==> src/rtl/nvm_pkg.sv <==
package nvm_pkg;
   typedef enum logic [2:0] {
      OP_NONE   = 3'd0,
      OP_LOAD   = 3'd1,
      OP_COMMIT = 3'd2,
      OP_EE_WR  = 3'd3,
      OP_FL_RD  = 3'd4,
      OP_EE_RD  = 3'd5,
      OP_ERASE  = 3'd6,
      OP_RSVD   = 3'd7
   } nvm_op_e;

   typedef enum logic [1:0] {
      WR_IDLE  = 2'd0,
      WR_FLASH = 2'd1,
      WR_EE    = 2'd2
   } wr_kind_e;

   function automatic logic op_is_write(input logic [2:0] op);
      return (op == OP_LOAD) || (op == OP_COMMIT) || (op == OP_EE_WR) || (op == OP_ERASE);
   endfunction

   function automatic logic op_is_read(input logic [2:0] op);
      return (op == OP_FL_RD) || (op == OP_EE_RD);
   endfunction
endpackage

==> src/rtl/nvm_busy_timer.sv <==
module nvm_busy_timer
   import nvm_pkg::*;
#(
   parameter int FLASH_BUSY = 40,
   parameter int EE_BUSY    = 24,
   parameter int ADDR_W     = 6
) (
   input  logic              clk,
   input  logic              rst_n,
   input  logic              start_flash,
   input  logic              start_ee,
   input  logic [ADDR_W-1:0] start_addr,
   output logic              busy,
   output wr_kind_e          kind,
   output logic [ADDR_W-1:0] held_addr
);
   localparam int MAX_BUSY = (FLASH_BUSY > EE_BUSY) ? FLASH_BUSY : EE_BUSY;
   localparam int CNT_W    = $clog2(MAX_BUSY + 1);

   logic [CNT_W-1:0] cnt_q;

   always_ff @(posedge clk) begin
      if (!rst_n) begin
         cnt_q     <= '0;
         kind      <= WR_IDLE;
         held_addr <= '0;
      end else if (start_flash) begin
         cnt_q     <= CNT_W'(FLASH_BUSY);
         kind      <= WR_FLASH;
         held_addr <= start_addr;
      end else if (start_ee) begin
         cnt_q     <= CNT_W'(EE_BUSY);
         kind      <= WR_EE;
         held_addr <= start_addr;
      end else if (cnt_q != '0) begin
         cnt_q <= cnt_q - 1'b1;
         if (cnt_q == CNT_W'(1)) kind <= WR_IDLE;
      end
   end

   assign busy = (cnt_q != '0);
endmodule

==> src/rtl/nvm_flash_store.sv <==
module nvm_flash_store #(
   parameter int WORDS      = 64,
   parameter int PAGE_WORDS = 8,
   parameter int DATA_W     = 16
) (
   input  logic                      clk,
   input  logic                      rst_n,
   input  logic                      load_en,
   input  logic                      commit_en,
   input  logic                      erase_en,
   input  logic [$clog2(WORDS)-1:0]  addr,
   input  logic [DATA_W-1:0]         wdata,
   output logic [DATA_W-1:0]         rd_word
);
   localparam int FAW   = $clog2(WORDS);
   localparam int OFS_W = $clog2(PAGE_WORDS);
   localparam int PG_W  = FAW - OFS_W;

   logic [PAGE_WORDS-1:0][DATA_W-1:0] buf_q;
   logic [WORDS-1:0][DATA_W-1:0]      mem_q, mem_d;
   logic [PG_W-1:0]                   tgt_page;

   assign tgt_page = addr[FAW-1:OFS_W];

   always_ff @(posedge clk) begin
      if (!rst_n)       buf_q <= '1;
      else if (load_en) buf_q[addr[OFS_W-1:0]] <= wdata;
   end

   for (genvar g = 0; g < WORDS; g++) begin : g_word
      localparam logic [PG_W-1:0] MY_PAGE = PG_W'(g / PAGE_WORDS);
      assign mem_d[g] = erase_en                          ? '1 :
                        (commit_en && tgt_page == MY_PAGE) ? buf_q[g % PAGE_WORDS] :
                                                             mem_q[g];
   end

   always_ff @(posedge clk) begin
      if (!rst_n) mem_q <= '1;
      else        mem_q <= mem_d;
   end

   assign rd_word = mem_q[addr];
endmodule

==> src/rtl/nvm_ee_store.sv <==
module nvm_ee_store #(
   parameter int BYTES = 32
) (
   input  logic                      clk,
   input  logic                      rst_n,
   input  logic                      wr_en,
   input  logic                      erase_en,
   input  logic [$clog2(BYTES)-1:0]  addr,
   input  logic [7:0]                wdata,
   output logic [7:0]                rd_byte
);
   localparam int EAW = $clog2(BYTES);

   logic [BYTES-1:0][7:0] mem_q, mem_d;

   for (genvar g = 0; g < BYTES; g++) begin : g_byte
      assign mem_d[g] = erase_en                            ? 8'hFF :
                        (wr_en && addr == EAW'(g))          ? wdata :
                                                              mem_q[g];
   end

   always_ff @(posedge clk) begin
      if (!rst_n) mem_q <= '1;
      else        mem_q <= mem_d;
   end

   assign rd_byte = mem_q[addr];
endmodule

==> src/rtl/nvm_commit_ctrl.sv <==
module nvm_commit_ctrl
   import nvm_pkg::*;
#(
   parameter int FLASH_WORDS = 64,
   parameter int PAGE_WORDS  = 8,
   parameter int DATA_W      = 16,
   parameter int EE_BYTES    = 32,
   parameter int ADDR_W      = 6,
   parameter int FLASH_BUSY  = 40,
   parameter int EE_BUSY     = 24
) (
   input  logic              clk,
   input  logic              rst_n,
   input  logic              cmd_valid,
   input  logic [2:0]        cmd_op,
   input  logic [ADDR_W-1:0] cmd_addr,
   input  logic [DATA_W-1:0] cmd_wdata,
   output logic              rd_valid,
   output logic [DATA_W-1:0] rd_data,
   output logic              busy_err
);
   localparam int FAW   = $clog2(FLASH_WORDS);
   localparam int EAW   = $clog2(EE_BYTES);
   localparam int OFS_W = $clog2(PAGE_WORDS);

   if ((PAGE_WORDS & (PAGE_WORDS - 1)) != 0 || PAGE_WORDS < 2) begin : g_bad_page
      $error("PAGE_WORDS must be a power of two of at least 2");
   end
   if ((FLASH_WORDS & (FLASH_WORDS - 1)) != 0 || FLASH_WORDS < 2 * PAGE_WORDS) begin : g_bad_flash
      $error("FLASH_WORDS must be a power of two holding at least two pages");
   end
   if ((EE_BYTES & (EE_BYTES - 1)) != 0 || EE_BYTES < 2) begin : g_bad_ee
      $error("EE_BYTES must be a power of two of at least 2");
   end
   if (ADDR_W < FAW || ADDR_W < EAW) begin : g_bad_addr
      $error("ADDR_W too narrow for the arrays");
   end
   if (FLASH_BUSY < 1 || EE_BUSY < 1 || DATA_W < 8) begin : g_bad_misc
      $error("busy times must be at least 1 and DATA_W at least 8");
   end

   logic              wr_req, accept, busy;
   logic              flash_hit, ee_hit;
   wr_kind_e          kind;
   logic [ADDR_W-1:0] held_addr;
   logic [DATA_W-1:0] fl_word;
   logic [7:0]        ee_byte;

   assign wr_req = cmd_valid && op_is_write(cmd_op);
   assign accept = wr_req && !busy;

   nvm_busy_timer #(
      .FLASH_BUSY (FLASH_BUSY),
      .EE_BUSY    (EE_BUSY),
      .ADDR_W     (ADDR_W)
   ) u_timer (
      .clk         (clk),
      .rst_n       (rst_n),
      .start_flash (accept && cmd_op == OP_COMMIT),
      .start_ee    (accept && cmd_op == OP_EE_WR),
      .start_addr  (cmd_addr),
      .busy        (busy),
      .kind        (kind),
      .held_addr   (held_addr)
   );

   nvm_flash_store #(
      .WORDS      (FLASH_WORDS),
      .PAGE_WORDS (PAGE_WORDS),
      .DATA_W     (DATA_W)
   ) u_flash (
      .clk       (clk),
      .rst_n     (rst_n),
      .load_en   (accept && cmd_op == OP_LOAD),
      .commit_en (accept && cmd_op == OP_COMMIT),
      .erase_en  (accept && cmd_op == OP_ERASE),
      .addr      (cmd_addr[FAW-1:0]),
      .wdata     (cmd_wdata),
      .rd_word   (fl_word)
   );

   nvm_ee_store #(
      .BYTES (EE_BYTES)
   ) u_ee (
      .clk      (clk),
      .rst_n    (rst_n),
      .wr_en    (accept && cmd_op == OP_EE_WR),
      .erase_en (accept && cmd_op == OP_ERASE),
      .addr     (cmd_addr[EAW-1:0]),
      .wdata    (cmd_wdata[7:0]),
      .rd_byte  (ee_byte)
   );

   assign flash_hit = busy && kind == WR_FLASH &&
                      cmd_addr[FAW-1:OFS_W] == held_addr[FAW-1:OFS_W];
   assign ee_hit    = busy && kind == WR_EE &&
                      cmd_addr[EAW-1:0] == held_addr[EAW-1:0];

   always_ff @(posedge clk) begin
      if (!rst_n) begin
         rd_valid <= 1'b0;
         rd_data  <= '0;
         busy_err <= 1'b0;
      end else begin
         rd_valid <= cmd_valid && op_is_read(cmd_op);
         if (cmd_valid && cmd_op == OP_FL_RD)
            rd_data <= flash_hit ? '1 : fl_word;
         else if (cmd_valid && cmd_op == OP_EE_RD)
            rd_data <= ee_hit ? DATA_W'(8'hFF) : DATA_W'(ee_byte);
         if (wr_req && busy) busy_err <= 1'b1;
      end
   end
endmodule

==> config.mk <==
export PLATFORM = sky130hd
export DESIGN_NAME = nvm_commit_ctrl
export DESIGN_NICKNAME = d
export VERILOG_FILES = /design/src/rtl/nvm_pkg.sv /design/src/rtl/nvm_busy_timer.sv /design/src/rtl/nvm_flash_store.sv /design/src/rtl/nvm_ee_store.sv /design/src/rtl/nvm_commit_ctrl.sv
export SDC_FILE = /design/constraint.sdc
export NUM_CORES = 2
export LEC_CHECK = 0
export ABC_AREA = 1
export BUFFER_PORTS_ARGS = -buffer_cell sky130_fd_sc_hd__buf_2
export CORE_UTILIZATION = 27
export DETAILED_ROUTE_END_ITERATION = 12
export RECOVER_POWER = 100
export SYNTH_ARGS = -nofsm -noshare
export SYNTH_HDL_FRONTEND = slang
export SYNTH_HIERARCHICAL = 1
export SYNTH_SLANG_ARGS = --single-unit
==> constraint.sdc <==
create_clock -name clk -period 3.23 [get_ports clk]
set_input_delay 0.323 -clock clk [delete_from_list [all_inputs] [get_ports clk]]
set_output_delay 0.323 -clock clk [all_outputs]
set_load 0.005 [all_outputs]
=== After elaboration in Yosys (flattened, before gate mapping) ===
Cells that the tools add are included.

* Register bits after elaboration: 1440
* Logic and storage cells: 262

* Add/subtract/negate cells: 1
* Magnitude comparators: 4
* Equality and inequality tests: 49
* Muxes and demuxes: 20
* Bitwise operators: 1
* Reductions and logical operators: 74

{| class="wikitable"
|+ Operators with widths
! operator !! count
|-
| $bwmux W128 || 1
|-
| $bmux W16 S6 || 1
|-
| $eq A5 B5 Y1 const B || 16
|-
| $mux W16 || 5
|-
| $logic_and A1 B1 Y1 || 55
|-
| $demux W16 S3 || 1
|-
| $bmux W8 S5 || 1
|-
| $eq A5 B4 Y1 const B || 8
|-
| $mux W6 || 5
|-
| $eq A3 B3 Y1 const B || 7
|-
| $eq A5 B3 Y1 const B || 4
|-
| $mux W8 || 2
|-
| $eq A3 B2 Y1 const B || 4
|-
| $eq A5 B2 Y1 const B || 2
|-
| $reduce_bool A2 Y1 || 4
|-
| $lt A6 B7 Y1 const B || 1
|-
| $eq A3 B1 Y1 const B || 2
|-
| $eq A6 B1 Y1 const B || 1
|-
| $lt A5 B6 Y1 const B || 1
|-
| $mux W2 || 3
|-
| $reduce_bool A3 Y1 || 2
|-
| $reduce_bool A6 Y1 || 1
|-
| $sub A6 B1 Y6 const B || 1
|-
| $eq A5 B1 Y1 const B || 1
|-
| 15 further kinds || 20
|}

=== Depth between registers and ports, before layout ===
* Word-level depth: 9
* Gate-level depth with buffers: 17

=== Hierarchy ===
The synthesis kept the hierarchy.

{| class="wikitable"
|+ By module, submodules not included
! module !! instances !! cells an instance !! area each (sq um) !! seq. area each (sq um)
|-
| nvm_flash_store || 1 || 7926 || 51680.8 || 23062.1
|-
| nvm_ee_store || 1 || 1888 || 12220.5 || 5124.9
|-
| nvm_commit_ctrl || 1 || 191 || 1102.3 || 360.3
|-
| nvm_busy_timer || 1 || 83 || 645.6 || 280.3
|}

=== Least setup slack after synthesis ===
No wires, ideal clock.

* Path kind: flip-flop to flip-flop
* Start: register u_timer.cnt_q[0]
* End: register u_flash/mem_q[768] (netlist bit)
* Arrival time: 2.275 ns
* Required time: 3.100 ns
* Setup slack: 0.825 ns
* Cell stages (with the launch flop): 14
* Period minus slack after synthesis: 2.405 ns
* Cell sequence: dfxtp_1 > inv_1 > ha_1 > nand3_4 > nor2_1 > nand2_1 > nor2_1 > nand2_1 > nor2_2 > inv_2 > buf_2 > clkbuf_1 > nand2_1 > nand3_1

* Word-level cells in the longest chain between the ends: 5
* Elaborated cells between the ends (all ways): 7

{| class="wikitable"
|+ Ends and longest elaborated chain
! what !! line !! RTL
|-
| from (decl) || nvm_busy_timer.sv:20 || <nowiki>logic [CNT_W-1:0] cnt_q;</nowiki>
|-
| from (signal assigned) || nvm_busy_timer.sv:28 || <nowiki>cnt_q <= CNT_W'(FLASH_BUSY);</nowiki>
|-
| from (signal assigned) || nvm_busy_timer.sv:32 || <nowiki>cnt_q <= CNT_W'(EE_BUSY);</nowiki>
|-
| from (signal assigned) || nvm_busy_timer.sv:36 || <nowiki>cnt_q <= cnt_q - 1'b1;</nowiki>
|-
| $reduce_bool A6 Y1 * || nvm_busy_timer.sv:41 || <nowiki>assign busy = (cnt_q != '0);</nowiki>
|-
| net busy || nvm_commit_ctrl.sv:42 || <nowiki>logic wr_req, accept, busy;</nowiki>
|-
| $logic_not A1 Y1 * || nvm_commit_ctrl.sv:50 || <nowiki>assign accept = wr_req && !busy;</nowiki>
|-
| $logic_and A1 B1 Y1 * || nvm_commit_ctrl.sv:50 ||
|-
| $logic_and A1 B1 Y1, on equally long branches || nvm_commit_ctrl.sv:76, nvm_commit_ctrl.sv:75 ||
|-
| $reduce_or A2 Y1 (no line) or $logic_and A1 B1 Y1 (tied branches) || - ||
|-
| to (signal assigned) || nvm_flash_store.sv:39 || <nowiki>else mem_q <= mem_d;</nowiki>
|-
| to (decl) || nvm_flash_store.sv:20 || <nowiki>logic [WORDS-1:0][DATA_W-1:0] mem_q, mem_d;</nowiki>
|}

The timed path passes the listed nets; every way through them passes the cells marked *.
A chain may end at the register's enable or synchronous reset.

=== Final worst setup path ===
* Start: register u_timer.cnt_q[0]
* End: register u_flash/mem_q[544] (netlist bit)

The elaborated chain is that of the path after synthesis.

==> impl_results.md <==
- Yosys warning count: 6
- Pwr Density: 532 nW/µm²
- Adder-cell share of the synthesized area: 0.0572%
- Largest family of logic cells by synthesized area: simple AND/OR/NAND/NOR gates
- Max rail drop VDD: 0.566 mV
- Top-area cell type share of the netlist area: 43.9%
- Setup crit start kind: register
- Reg2reg path depth: 13
- DP Worst Slack: 0.370 ns
- Crit path from: u_timer/cnt_q[0]
- Outcome: complete, but fails checks
- Combinational Power Share: 8.1%
- Vias/cell: 4.77
- CTS sink count: 1440
- Inserted Clock Buffers: 151
- Die X: 495 µm
- Drt wl/cell: 17.2 µm
- Count of flip-flops with a built-in enable after synthesis: 0
- Top post-synthesis cells by area: dfxtp_1 (44%), nand2_1 (29%), nand3_1 (9.8%), o211ai_1 (4.2%), inv_1 (2.8%)
- Global-route wire length before repair: 345000 µm
- NumNets Final: 9720
- DP Wirelength: 131000 µm
- P_int: 29.2 mW
- Share of synthesized flip-flops with an asynchronous set or reset: 0%
- Syn Nets: 10119
- Cells after synthesis: 10088
- Vias in the first global route: 56276
- RSZ-0062 raised after global routing: false
- # rows: 180
- Final Hold Vio Count: 0
- Fin crit period: 2.95 ns
- Synth cell count leaders: nand2_1 (5026), dfxtp_1 (1440), nand3_1 (1287), inv_1 (495), clkbuf_1 (442)
- Critical Path Sink: u_flash/mem_q[544]
- Max-cap violations: 1
- Area Growth Syn to Fin: 11.8%
- Final core utilization: 30.4%
- Most numerous cell in the Yosys netlist: nand2_1
- Clk_skew: 0.0372 ns
- Final GP Congestion: 0.830
- Starting DRT DRC Count: 6610
- P_leak: 37.7 nW
- RR Endpoint: u_flash/mem_q[544]
- Die area: 245000 µm²
- Tcrit/Tclk final: 91.3%
- Layout cell share with drive strength beyond 1: 5.80%
- Post-CTS Hold Fix Bufs: 13
- Starting density of the core: 27.2%
- Mux cell area share after synthesis: 0%
- DR vias: 62010
- Top_reg_cell synth: dfxtp_1
- R2R setup slack: 0.28 ns
- Setup WS post-layout: 0.283 ns
- Largest area contributor in the synthesized netlist: dfxtp_1
- Final WL: 223000 µm
- RR Startpoint: u_timer/cnt_q[0]
- WP data arrival: 3.59 ns
- Post-CTS Setup Bufs: 0
- IO buf count: 45
- Clock buffer depth: 3
- Count of final max-slew check failures: 139
- Number of library cell types mapped by synthesis: 35
- Clock power frac: 46.0%
- Post-route setup TNS: 0 ns
- Crit-path max FO: 21
- Critical path required time: 3.87 ns
- Seq/Total Area, Yosys: 43.9%
- Post-Syn Area: 65600 µm²
- Design Power: 39.1 mW
- Setup violations, final: 0
- Worst setup path category: reg -> reg
- P_sw: 9.91 mW
- Die Ht: 495 µm
- # DRC: 0
- Overflow after GRT: 0
- Path category of the worst min-delay check: in -> reg
- Overall global routing resource usage: 17.8%
- Reg clk slew, reported paths: 0.06 ns
- Register share of total power: 45.9%
- Seq cells post-synth: 1440
- Ports: 46
- Failing checks: max-capacitance violations, max-slew violations
- Synth Area in XOR/XNOR: 0.0133%
- F_max: 339 MHz
- H-tree levels: 4
- Mean Syn Cell Area: 6.51 µm²
- Relative slew slack: -33.8%
- Worst slew pin tran: 2.01 ns
- Cts repair resizes: 0
- Crit end category: register
- Post-synthesis compound-gate area fraction: 5.51%
- CTS tree: yes
- Antenna-violating nets left: 0
- Initial antenna violation count: 12
- Largest net degree at the start of global routing: 139
- Worst-skew pair later-pin latency: 0.80 ns
- Root Buffer Master: clkbuf_16
- Sw Share: 25.4%
- Core Region: 241000 µm²
- Post-Synth Simple-Gate Area: 41.8%
- Detailed Routing Iterations Pass 1: 6
==> per-layer routing <==
metal | vias up | global-route usage (%) | wire [µm]
met2 | 2132 | 28.3 | 98900
met3 | 344 | 2.30 | 16200
met4 | 12 | 5.37 | 6120
met5 | - | 0 | 74
li1 | 30614 | - | -
met1 | 28908 | 24.9 | 102000
==> area by class of cell <==
cell class / instances / area (µm²)
fillers: 26526 / 168000
multi-input cells: 7270 / 30900
flip-flops and latches: 1440 / 28800
clock buffers: 227 / 4550
well taps: 3185 / 3990
repair buffers: 255 / 2460
inverters: 571 / 2190
clock inverters: 41 / 513
diodes: 2 / 5.00
==> critical path, stage by stage (launching register included) <==
cell	delay [ns]
dfxtp_1	0.35
inv_1	0.09
ha_1	0.24
nand3_4	0.16
nor2_1	0.18
nand2_1	0.09
nor2_1	0.09
buf_4	0.19
nand2_1	0.27
nor2_4	0.35
inv_4	0.19
buf_2	0.35
nand2_1	0.14
nand3_1	0.06
==> power by group through the flow <==
stage	Combinational [mW]	Clock, mW	Sequential (mW)
4_1_cts	3.17	18.2	17.9
6_report	3.16	18.0	18.0
3_3_place_gp	3.14	0	18.3
5_1_grt	3.48	18.9	18.0
2_1_floorplan	2.09	0	18.3
3_5_place_dp	3.14	0	18.3
==> layout by cell type, fill, tap and decap left out, drive strengths merged <==
| cell type | Yosys | routed |
|---|---|---|
| o21a | 1 | 1 |
| clkinv | 10 | 31 |
| nand2 | 5050 | 5050 |
| nand4 | 11 | 11 |
| a21oi | 42 | 42 |
| buf | 354 | 206 |
| nor2 | 380 | 380 |
| xor2 | 1 | 1 |
| o211ai | 369 | 369 |
| o21ai | 111 | 111 |
| nand3 | 1290 | 1290 |
| ha | 3 | 3 |
| dlygate4sd3 | 0 | 13 |
| diode | 0 | 2 |
| dfxtp | 1440 | 1440 |
| clkinvlp | 0 | 9 |
| bufinv | 0 | 9 |
| inv | 561 | 563 |
| o21bai | 9 | 9 |
| or2 | 3 | 3 |
| clkbuf | 453 | 263 |
==> kinds of logic after synthesis <==
group	count (synthesis)
buffers and inverters	1378
XOR/XNOR	1
adder cells (fa/ha/maj)	3
AND/OR/NAND/NOR	6734
flip-flops	1440
AO/OA/AOI/OAI	532
==> flip-flops by register name, indices dropped and copies added (netlist names) <==
register and count:
u_ee/mem_q 256, u_timer/cnt_q 6, rd_valid 1, u_flash/mem_q 1024
u_timer/kind 2, u_timer/held_addr 6, rd_data 16, u_flash/buf_q 128
busy_err 1
==> stage by stage <==
step	instance area, µm²	cells	hold slack (ns)
2_1_floorplan	65600	10088	0.421
3_3_place_gp	68800	12708	0.432
3_5_place_dp	68800	12708	0.436
4_1_cts	74000	12989	0.0252
5_1_grt	73400	12989	0.0763
6_report	73400	12991	0.0832
==> worst min-delay path by stage <==
| stage | startpoint | end | slack [ns] | depth (start not counted) |
|---|---|---|---|---|
| 3_3_place_gp | u_flash/mem_q[888] | u_flash/mem_q[888] | 0.43 | 2 |
| 3_5_place_dp | u_flash/mem_q[711] | u_flash/mem_q[711] | 0.44 | 2 |
| 5_1_grt | cmd_wdata[7] | u_flash/buf_q[23] | 0.08 | 3 |
| 4_1_cts | cmd_wdata[7] | u_flash/buf_q[7] | 0.03 | 3 |
| 2_1_floorplan | u_flash/mem_q[297] | u_flash/mem_q[297] | 0.42 | 2 |
| 6_report | cmd_wdata[7] | u_flash/buf_q[7] | 0.08 | 3 |
No activity file was read; power rests on OpenSTA's default activity.
